<file path="src/rtl/mdec_pkg.sv">
package mdec_pkg;

    typedef enum logic [1:0] {
        PAT_ONES  = 2'd0,
        PAT_ZEROS = 2'd1,
        PAT_ZO    = 2'd2,
        PAT_OZ    = 2'd3
    } pre_pat_e;

    // Receive configuration carried as one bundle
    typedef struct packed {
        logic [3:0] len;
        logic [1:0] pat;
        logic       pol;
    } rx_cfg_t;

    // One decoded mid-bit event from the timing stage
    typedef struct packed {
        logic valid;
        logic raw;   // default-polarity value: 1 = falling mid-bit edge
    } mid_evt_t;

    // Expected pattern value at a position whose parity is idx_odd
    function automatic logic pat_bit(input logic [1:0] pat, input logic idx_odd);
        logic b;
        case (pre_pat_e'(pat))
            PAT_ONES:  b = 1'b1;
            PAT_ZEROS: b = 1'b0;
            PAT_ZO:    b = idx_odd;
            default:   b = ~idx_odd;
        endcase
        return b;
    endfunction

endpackage

</file>
<file path="src/rtl/mdec_edge.sv">
module mdec_edge (
    input  logic clk,
    input  logic rst,
    input  logic os_tick,
    input  logic line_in,
    output logic edge_seen,
    output logic edge_rise
);
    logic primed;
    logic last_lvl;

    // First tick after reset only loads the level, so an idle line gives no edge
    always_ff @(posedge clk) begin
        if (rst) begin
            primed   <= 1'b0;
            last_lvl <= 1'b0;
        end else if (os_tick) begin
            primed   <= 1'b1;
            last_lvl <= line_in;
        end
    end

    always_comb begin
        edge_seen = os_tick && primed && (line_in != last_lvl);
        edge_rise = line_in;
    end

endmodule

</file>
<file path="src/rtl/mdec_timer.sv">
module mdec_timer
    import mdec_pkg::*;
#(
    parameter int OVS = 16
) (
    input  logic     clk,
    input  logic     rst,
    input  logic     os_tick,
    input  logic     edge_seen,
    input  logic     edge_rise,
    output mid_evt_t mid,
    output logic     err
);
    localparam int WIN_LO = OVS - OVS / 4;
    localparam int WIN_HI = OVS + OVS / 4;
    localparam int CW     = $clog2(WIN_HI + 2);

    logic [CW-1:0] cnt;
    logic [CW-1:0] elapsed;
    logic          locked;

    assign elapsed = cnt + 1'b1;

    always_ff @(posedge clk) begin
        if (rst) begin
            cnt    <= '0;
            locked <= 1'b0;
            mid    <= '0;
            err    <= 1'b0;
        end else begin
            mid.valid <= 1'b0;
            err       <= 1'b0;
            if (os_tick) begin
                if (!locked) begin
                    if (edge_seen) begin
                        locked    <= 1'b1;
                        cnt       <= '0;
                        mid.valid <= 1'b1;
                        mid.raw   <= ~edge_rise;
                    end
                end else if (elapsed > CW'(WIN_HI)) begin
                    err    <= 1'b1;
                    locked <= 1'b0;
                    cnt    <= '0;
                end else if (edge_seen && elapsed >= CW'(WIN_LO)) begin
                    cnt       <= '0;
                    mid.valid <= 1'b1;
                    mid.raw   <= ~edge_rise;
                end else begin
                    cnt <= elapsed;
                end
            end
        end
    end

    p_cnt_bound_r3: assert property (@(posedge clk) disable iff (rst)
        cnt <= CW'(WIN_HI));

    p_err_unlocks_r4: assert property (@(posedge clk) disable iff (rst)
        err |-> !locked);

    p_err_no_bit_r4: assert property (@(posedge clk) disable iff (rst)
        !(err && mid.valid));

    p_hunt_locks_r5: assert property (@(posedge clk) disable iff (rst)
        (os_tick && !locked && edge_seen) |=> (mid.valid && locked));

    p_reset_clear_r1: assert property (@(posedge clk)
        $past(rst) |-> (!locked && !mid.valid && !err));

endmodule

</file>
<file path="src/rtl/mdec_pream.sv">
module mdec_pream
    import mdec_pkg::*;
#(
    parameter int LEN_W = 4
) (
    input  logic             clk,
    input  logic             rst,
    input  logic [LEN_W-1:0] len,
    input  logic [1:0]       pat,
    input  logic             pol,
    input  mid_evt_t         mid,
    input  logic             err,
    output logic             bit_valid,
    output logic             bit_data,
    output logic             pre_hit
);
    localparam int CNT_W = LEN_W + 1;

    logic [LEN_W-1:0] mcnt;
    logic             matched;
    logic             gate_off;
    logic [CNT_W-1:0] next_cnt;
    logic             fits;
    logic             is_first;

    always_comb begin
        gate_off = (len == '0);
        next_cnt = {1'b0, mcnt} + 1'b1;
        fits     = (mid.raw == pat_bit(pat, mcnt[0]));
        is_first = (mid.raw == pat_bit(pat, 1'b0));
    end

    always_ff @(posedge clk) begin
        if (rst) begin
            mcnt      <= '0;
            matched   <= 1'b0;
            bit_valid <= 1'b0;
            bit_data  <= 1'b0;
            pre_hit   <= 1'b0;
        end else begin
            bit_valid <= 1'b0;
            pre_hit   <= 1'b0;
            if (err) begin
                matched <= 1'b0;
                mcnt    <= '0;
            end else if (mid.valid) begin
                if (matched || gate_off) begin
                    bit_valid <= 1'b1;
                    bit_data  <= mid.raw ^ pol;
                end else if (fits) begin
                    if (next_cnt == {1'b0, len}) begin
                        pre_hit <= 1'b1;
                        matched <= 1'b1;
                        mcnt    <= '0;
                    end else begin
                        mcnt <= next_cnt[LEN_W-1:0];
                    end
                end else begin
                    mcnt <= is_first ? LEN_W'(1) : '0;
                end
            end
        end
    end

    p_hit_needs_len_r7: assert property (@(posedge clk) disable iff (rst)
        pre_hit |-> (len != '0));

    p_hit_not_data_r7: assert property (@(posedge clk) disable iff (rst)
        !(bit_valid && pre_hit));

    p_data_gated_r6: assert property (@(posedge clk) disable iff (rst)
        bit_valid |-> (matched || gate_off));

    p_count_below_len_r9: assert property (@(posedge clk) disable iff (rst)
        (!matched && !gate_off) |-> (mcnt < len));

    p_err_clears_r4: assert property (@(posedge clk) disable iff (rst)
        err |=> (!matched && mcnt == '0 && !bit_valid));

endmodule

</file>
<file path="src/rtl/mdec_rx.sv">
module mdec_rx
    import mdec_pkg::*;
#(
    parameter int OVS   = 16,
    parameter int LEN_W = 4
) (
    input  logic             clk,
    input  logic             rst,
    input  logic             os_tick,
    input  logic             line_in,
    input  logic [LEN_W-1:0] cfg_pre_len,
    input  logic [1:0]       cfg_pre_pat,
    input  logic             cfg_pol,
    output logic             bit_data,
    output logic             bit_valid,
    output logic             pre_hit,
    output logic             code_err
);
    logic     edge_seen;
    logic     edge_rise;
    mid_evt_t mid;
    logic     err;

    mdec_edge u_edge (
        .clk       (clk),
        .rst       (rst),
        .os_tick   (os_tick),
        .line_in   (line_in),
        .edge_seen (edge_seen),
        .edge_rise (edge_rise)
    );

    mdec_timer #(.OVS(OVS)) u_timer (
        .clk       (clk),
        .rst       (rst),
        .os_tick   (os_tick),
        .edge_seen (edge_seen),
        .edge_rise (edge_rise),
        .mid       (mid),
        .err       (err)
    );

    mdec_pream #(.LEN_W(LEN_W)) u_pream (
        .clk       (clk),
        .rst       (rst),
        .len       (cfg_pre_len),
        .pat       (cfg_pre_pat),
        .pol       (cfg_pol),
        .mid       (mid),
        .err       (err),
        .bit_valid (bit_valid),
        .bit_data  (bit_data),
        .pre_hit   (pre_hit)
    );

    assign code_err = err;

    p_err_excl_r4: assert property (@(posedge clk) disable iff (rst)
        !(code_err && (bit_valid || pre_hit)));

    p_err_pulse_r4: assert property (@(posedge clk) disable iff (rst)
        code_err |=> !code_err);

    p_reset_outs_r1: assert property (@(posedge clk)
        $past(rst) |-> (!bit_valid && !pre_hit && !code_err && !bit_data));

endmodule

</file>
<file path="config.mk">
export PLATFORM = sky130hd
export DESIGN_NAME = mdec_rx
export DESIGN_NICKNAME = d
export VERILOG_FILES = /design/src/rtl/mdec_pkg.sv /design/src/rtl/mdec_edge.sv /design/src/rtl/mdec_timer.sv /design/src/rtl/mdec_pream.sv /design/src/rtl/mdec_rx.sv
export SDC_FILE = /design/constraint.sdc
export NUM_CORES = 1
export LEC_CHECK = 0
export BUFFER_PORTS_ARGS = -buffer_cell sky130_fd_sc_hd__buf_2
export CAP_MARGIN = 0
export CORE_ASPECT_RATIO = 1.4
export CORE_MARGIN = 2
export CORE_UTILIZATION = 45
export DETAILED_ROUTE_END_ITERATION = 7
export MAX_ROUTING_LAYER = met4
export PLACE_DENSITY_LB_ADDON = 0.05
export SLEW_MARGIN = 10
export SYNTH_ARGS = -nofsm -noshare
export SYNTH_HDL_FRONTEND = slang
export SYNTH_SLANG_ARGS = --single-unit
</file>
<file path="constraint.sdc">
create_clock -name clk -period 1.64 [get_ports clk]
set_clock_uncertainty 0.1 [all_clocks]
set_input_delay 0.082 -clock clk [delete_from_list [all_inputs] [get_ports clk]]
set_output_delay 0.082 -clock clk [all_outputs]
set_load 0.02 [all_outputs]
</file>
==> Flow_metrics.wiki <==
{| class="wikitable"
! Metric !! Value
|-
| Clock latency reported for the late side of the worst-skew pair || approximately 300 ps
|-
| Post-Synth XOR/XNOR Area || 7.63%
|-
| Detail-routed via count per cell || ~5.4
|-
| Remaining number of nets flagged by the antenna check after routing || 0
|-
| Part of the power in the clock network || 28.0%
|-
| Critical path capture point type || flip-flop
|-
| Peak supply drop || around 0.00038 V
|-
| Post-CTS clock slew at the launch and capture registers of the worst setup and hold paths || about 110 ps
|-
| Number of max-slew violations in the final report || 0
|-
| Ant. Diodes || 0
|-
| Die Ht || roughly 64 um
|-
| Number of search-and-repair iterations in the first detailed-routing pass || 4
|-
| Sw frac || 26.7%
|-
| Cell breakdown of the critical path || ha_1 > nor2b_1 > o21bai_2 > a31oi_1 > o22ai_2 > mux2_1
|-
| Post-synthesis adder-cell area fraction || roughly 6.5%
|-
| Half-perimeter wire length of the detailed placement result || 2210 um
|-
| Tightest Pin Transition || roughly 420 ps
|-
| Synth Area in Compound Gates || approximately 20%
|-
| Met1 layer wirelength in the final routing || 1160 um
|-
| Number of DRC violations after detailed routing || 0
|-
| Largest fanout on the critical path || 5
|-
| Synthesized area || roughly 1100 um^2
|-
| Initial antenna violation count || 0
|-
| Number of maximum-capacitance constraint violations || 0
|-
| Total of endpoints with negative setup slack in the final report || 7
|-
| Synth-to-Final Area Change || 45.0%
|-
| Wire per inst || 13.8 um
|-
| Number of top-level pins || 15
|-
| Combinational family with the most area after synthesis || simple AND/OR/NAND/NOR gates
|-
| Share of layout cells above drive strength 1 || roughly 40%
|-
| Static leakage || approximately 0.00071 uW
|-
| I/O Buffers || 14
|-
| Leftover overflow at the end of global routing || 0
|-
| CP Data Required Time || 1740 ps
|-
| TritonCTS clock tree || done
|-
| Number of violations reported at the end of detailed-routing iteration 0 || 27
|-
| Mux contribution to synthesized area || 1.85%
|-
| Type of element launching the critical path || flip-flop
|-
| Top post-synthesis cells by count || sky130_fd_sc_hd__dfxtp_1, sky130_fd_sc_hd__nor2_1, sky130_fd_sc_hd__nand2_1
|-
| Clock H-tree levels || 1
|-
| Maximum single-stage delay on the critical path || 380 ps
|-
| Setup WS post-layout || -100 ps
|-
| CP Data Arrival Time || ~1800 ps
|-
| Final-report hold violation count || 0
|-
| Number of nets in the layout || 203
|-
| Master cell of the clock root buffer || sky130_fd_sc_hd__clkbuf_4
|-
| Achievable Freq || 0.575 GHz
|-
| Pin count of the biggest net entering global routing || 15
|-
| Post-Synthesis Mean Instance Area || about 8.3 um^2
|-
| Worst Path Buf+Inv || 0
|-
| Storage element area || approximately 390 um^2
|-
| Fraction of synthesized cell area taken by the top area cell type || about a third
|-
| Gate power share || between 10% and 20%
|-
| Power per cell area || roughly 520 nW/um^2
|-
| GR Util All Layers || 22.1%
|-
| Largest cells by area after synthesis || sky130_fd_sc_hd__dfxtp_1, sky130_fd_sc_hd__ha_1, sky130_fd_sc_hd__xnor2_1
|-
| Final core utilization || between 60 and 70%
|-
| Area taken by multi-input logic gates || 843 um^2
|-
| Global placement routability congestion || a little under 0.9
|-
| Outcome || complete, but fails checks
|-
| Clock net sink count || 19
|-
| Slowest library cell on the worst path || sky130_fd_sc_hd__dfxtp_4
|-
| Final critical path time including I/O delays and setup || around 1700 ps
|-
| Portion of total power attributed to sequential cells || 54.9%
|-
| Die W || around 47 um
|-
| Area of the core || around 2400 um^2
|-
| Synth cell types || 41
|-
| Unrepaired setup endpoints after global routing || true
|-
| Number of warning messages in the yosys log || 0
|-
| Tightest Hold Check Type || primary input to flip-flop
|-
| Met2 Routed Length || 1720 um
|-
| Failing checks || negative setup slack
|-
| Highest signal layer in the routed design || met4
|-
| Register bit total from synthesis || 19
|-
| Proportion of synthesized chip area in sequential cells || between 30% and 40%
|-
| Number of instances in the synthesized netlist || 138
|-
| First-pass GRT wire length || 4720 um
|-
| Fill count || ~210
|-
| Internal cell power || roughly 630 uW
|-
| Prevailing post-synth register cell || sky130_fd_sc_hd__dfxtp_1
|-
| Maximum number of buffers from clock root to sink || 2
|-
| Post-synth top area cell || sky130_fd_sc_hd__dfxtp_1
|-
| Placed cells || approximately 210
|-
| Total CTS buffers || 3
|-
| Total vias in the final route || approximately 1,200
|-
| Rows || 21
|-
| Mapped Nets || about 160
|-
| Starting Density || between 40% and 50%
|-
| Vias in the first global route || about 1,100
|-
| Net switching power figure || approximately 230 uW
|-
| Share of the cycle needed by the critical path after routing || 106%
|-
| Total Die Area || between 2000 and 3000 um^2
|-
| Final Non-Filler Cells || 219
|-
| Max-Slew Margin vs Limit || between 70% and 80%
|-
| Library cell with the highest instance count after synthesis || sky130_fd_sc_hd__dfxtp_1
|-
| Area fraction in and, or, nand and nor cells after synthesis || between 20 and 30%
|-
| Kind of cell with the highest combined delay on the critical path || compound AO/OA/AOI/OAI gates
|-
| Total length of routed met3 wires || slightly below 70 um
|-
| Share of flip-flops with an asynchronous set or reset || 0%
|-
| Final WL || approximately 3000 um
|-
| Post-synth EDFFs || 0
|-
| Worst Path Class, Setup || flip-flop to flip-flop
|-
| Hold Worst Slack || 38.5 ps
|}
==> per-layer routing <==
metal  vias to the layer above  track usage [%]
met5                         -                -
met4                         0             9.72
met3                         8             1.98
met2                        19             40.3
met1                       556             22.5
li1                        594                -
==> final cells by class <==
| cell class | count | area share [%] |
|---|---|---|
| clock buffer | 3 | 1.35 |
| clock inverter | 1 | 0.301 |
| inverter | 6 | 1.35 |
| multi-input combinational | 110 | 50.7 |
| sequential | 19 | 23.7 |
| tap | 34 | 2.56 |
| timing repair buffer | 46 | 20.1 |
==> power groups by stage <==
stage	sequential [uW]	clock (uW)	combinational (uW)
after global placement	487	0	121
after detailed placement	488	0	124
after global routing	474	280	162
final	473	241	148
after CTS	474	251	130
after floorplan	486	0	70.7
==> what timing repair did <==
action                                  in CTS  in global routing
hold buffers                                 2                  0
pin swaps                                    2                 18
endpoints found under the setup margin      12                 13
gates resized for setup                      7                 20
setup buffers                                1                  6
hold endpoints to repair                     3                  0
gates cloned                                 0                  0
==> per-stage QoR <==
step / setup TNS (ps) / setup WS (ps) / instance area [um^2] / power [uW]
after floorplan: -9.42 / -9.42 / 1180 / 557
after global placement: -148 / -82.9 / 1450 / 608
after detailed placement: -471 / -156 / 1450 / 612
after CTS: -446 / -106 / 1530 / 855
after global routing: -1320 / -194 / 1660 / 916
final: -473 / -100 / 1660 / 862
==> registers in the layout, indices dropped and copies added (netlist names) <==
register / cells
u_edge.last_lvl: 1
u_timer.locked: 1
u_edge.primed: 1
u_pream.pre_hit: 1
u_timer.err: 1
u_timer.mid: 2
u_pream.bit_valid: 1
u_pream.bit_data: 1
u_pream.mcnt: 4
u_pream.matched: 1
u_timer.cnt: 5
==> logic make-up (layout without fill, tap and decap cells) <==
family / after synthesis / count (layout)
AO/OA/AOI/OAI: 31 / 31
XOR/XNOR: 10 / 10
adder cells (fa/ha/maj): 6 / 6
buffers and inverters: 9 / 56
flip-flops: 19 / 19
multiplexers: 2 / 2
AND/OR/NAND/NOR: 61 / 61
==> layout by cell type (no fill, tap or decap), types with 5 or more instances in the layout <==
cell / n
sky130_fd_sc_hd__nor2_1: 13
sky130_fd_sc_hd__nor2b_1: 5
sky130_fd_sc_hd__buf_2: 14
sky130_fd_sc_hd__nand3_1: 7
sky130_fd_sc_hd__buf_4: 25
sky130_fd_sc_hd__a21oi_1: 6
sky130_fd_sc_hd__nand2_1: 12
sky130_fd_sc_hd__buf_6: 5
sky130_fd_sc_hd__xnor2_1: 5
sky130_fd_sc_hd__dfxtp_1: 14
sky130_fd_sc_hd__inv_1: 6
==> worst paths after layout <==
check,startpoint,to,slack (ps),cells past startpoint
hold / removal,rst,u_pream.mcnt[1],40,3
hold reg to reg,u_pream.matched,u_pream.matched,390,1
setup / recovery,u_timer.cnt[0],u_timer.mid[0],-100,6
setup reg to reg,u_timer.cnt[0],u_timer.mid[0],-100,6
==> worst register-to-register path, cell delays in order, from the launching register on <==
cell,delay [ps]
sky130_fd_sc_hd__dfxtp_4,380
sky130_fd_sc_hd__ha_1,210
sky130_fd_sc_hd__nor2b_1,140
sky130_fd_sc_hd__o21bai_2,100
sky130_fd_sc_hd__a31oi_1,280
sky130_fd_sc_hd__o22ai_2,110
sky130_fd_sc_hd__mux2_1,330
Note: power is estimated with default switching activity, not from simulation.
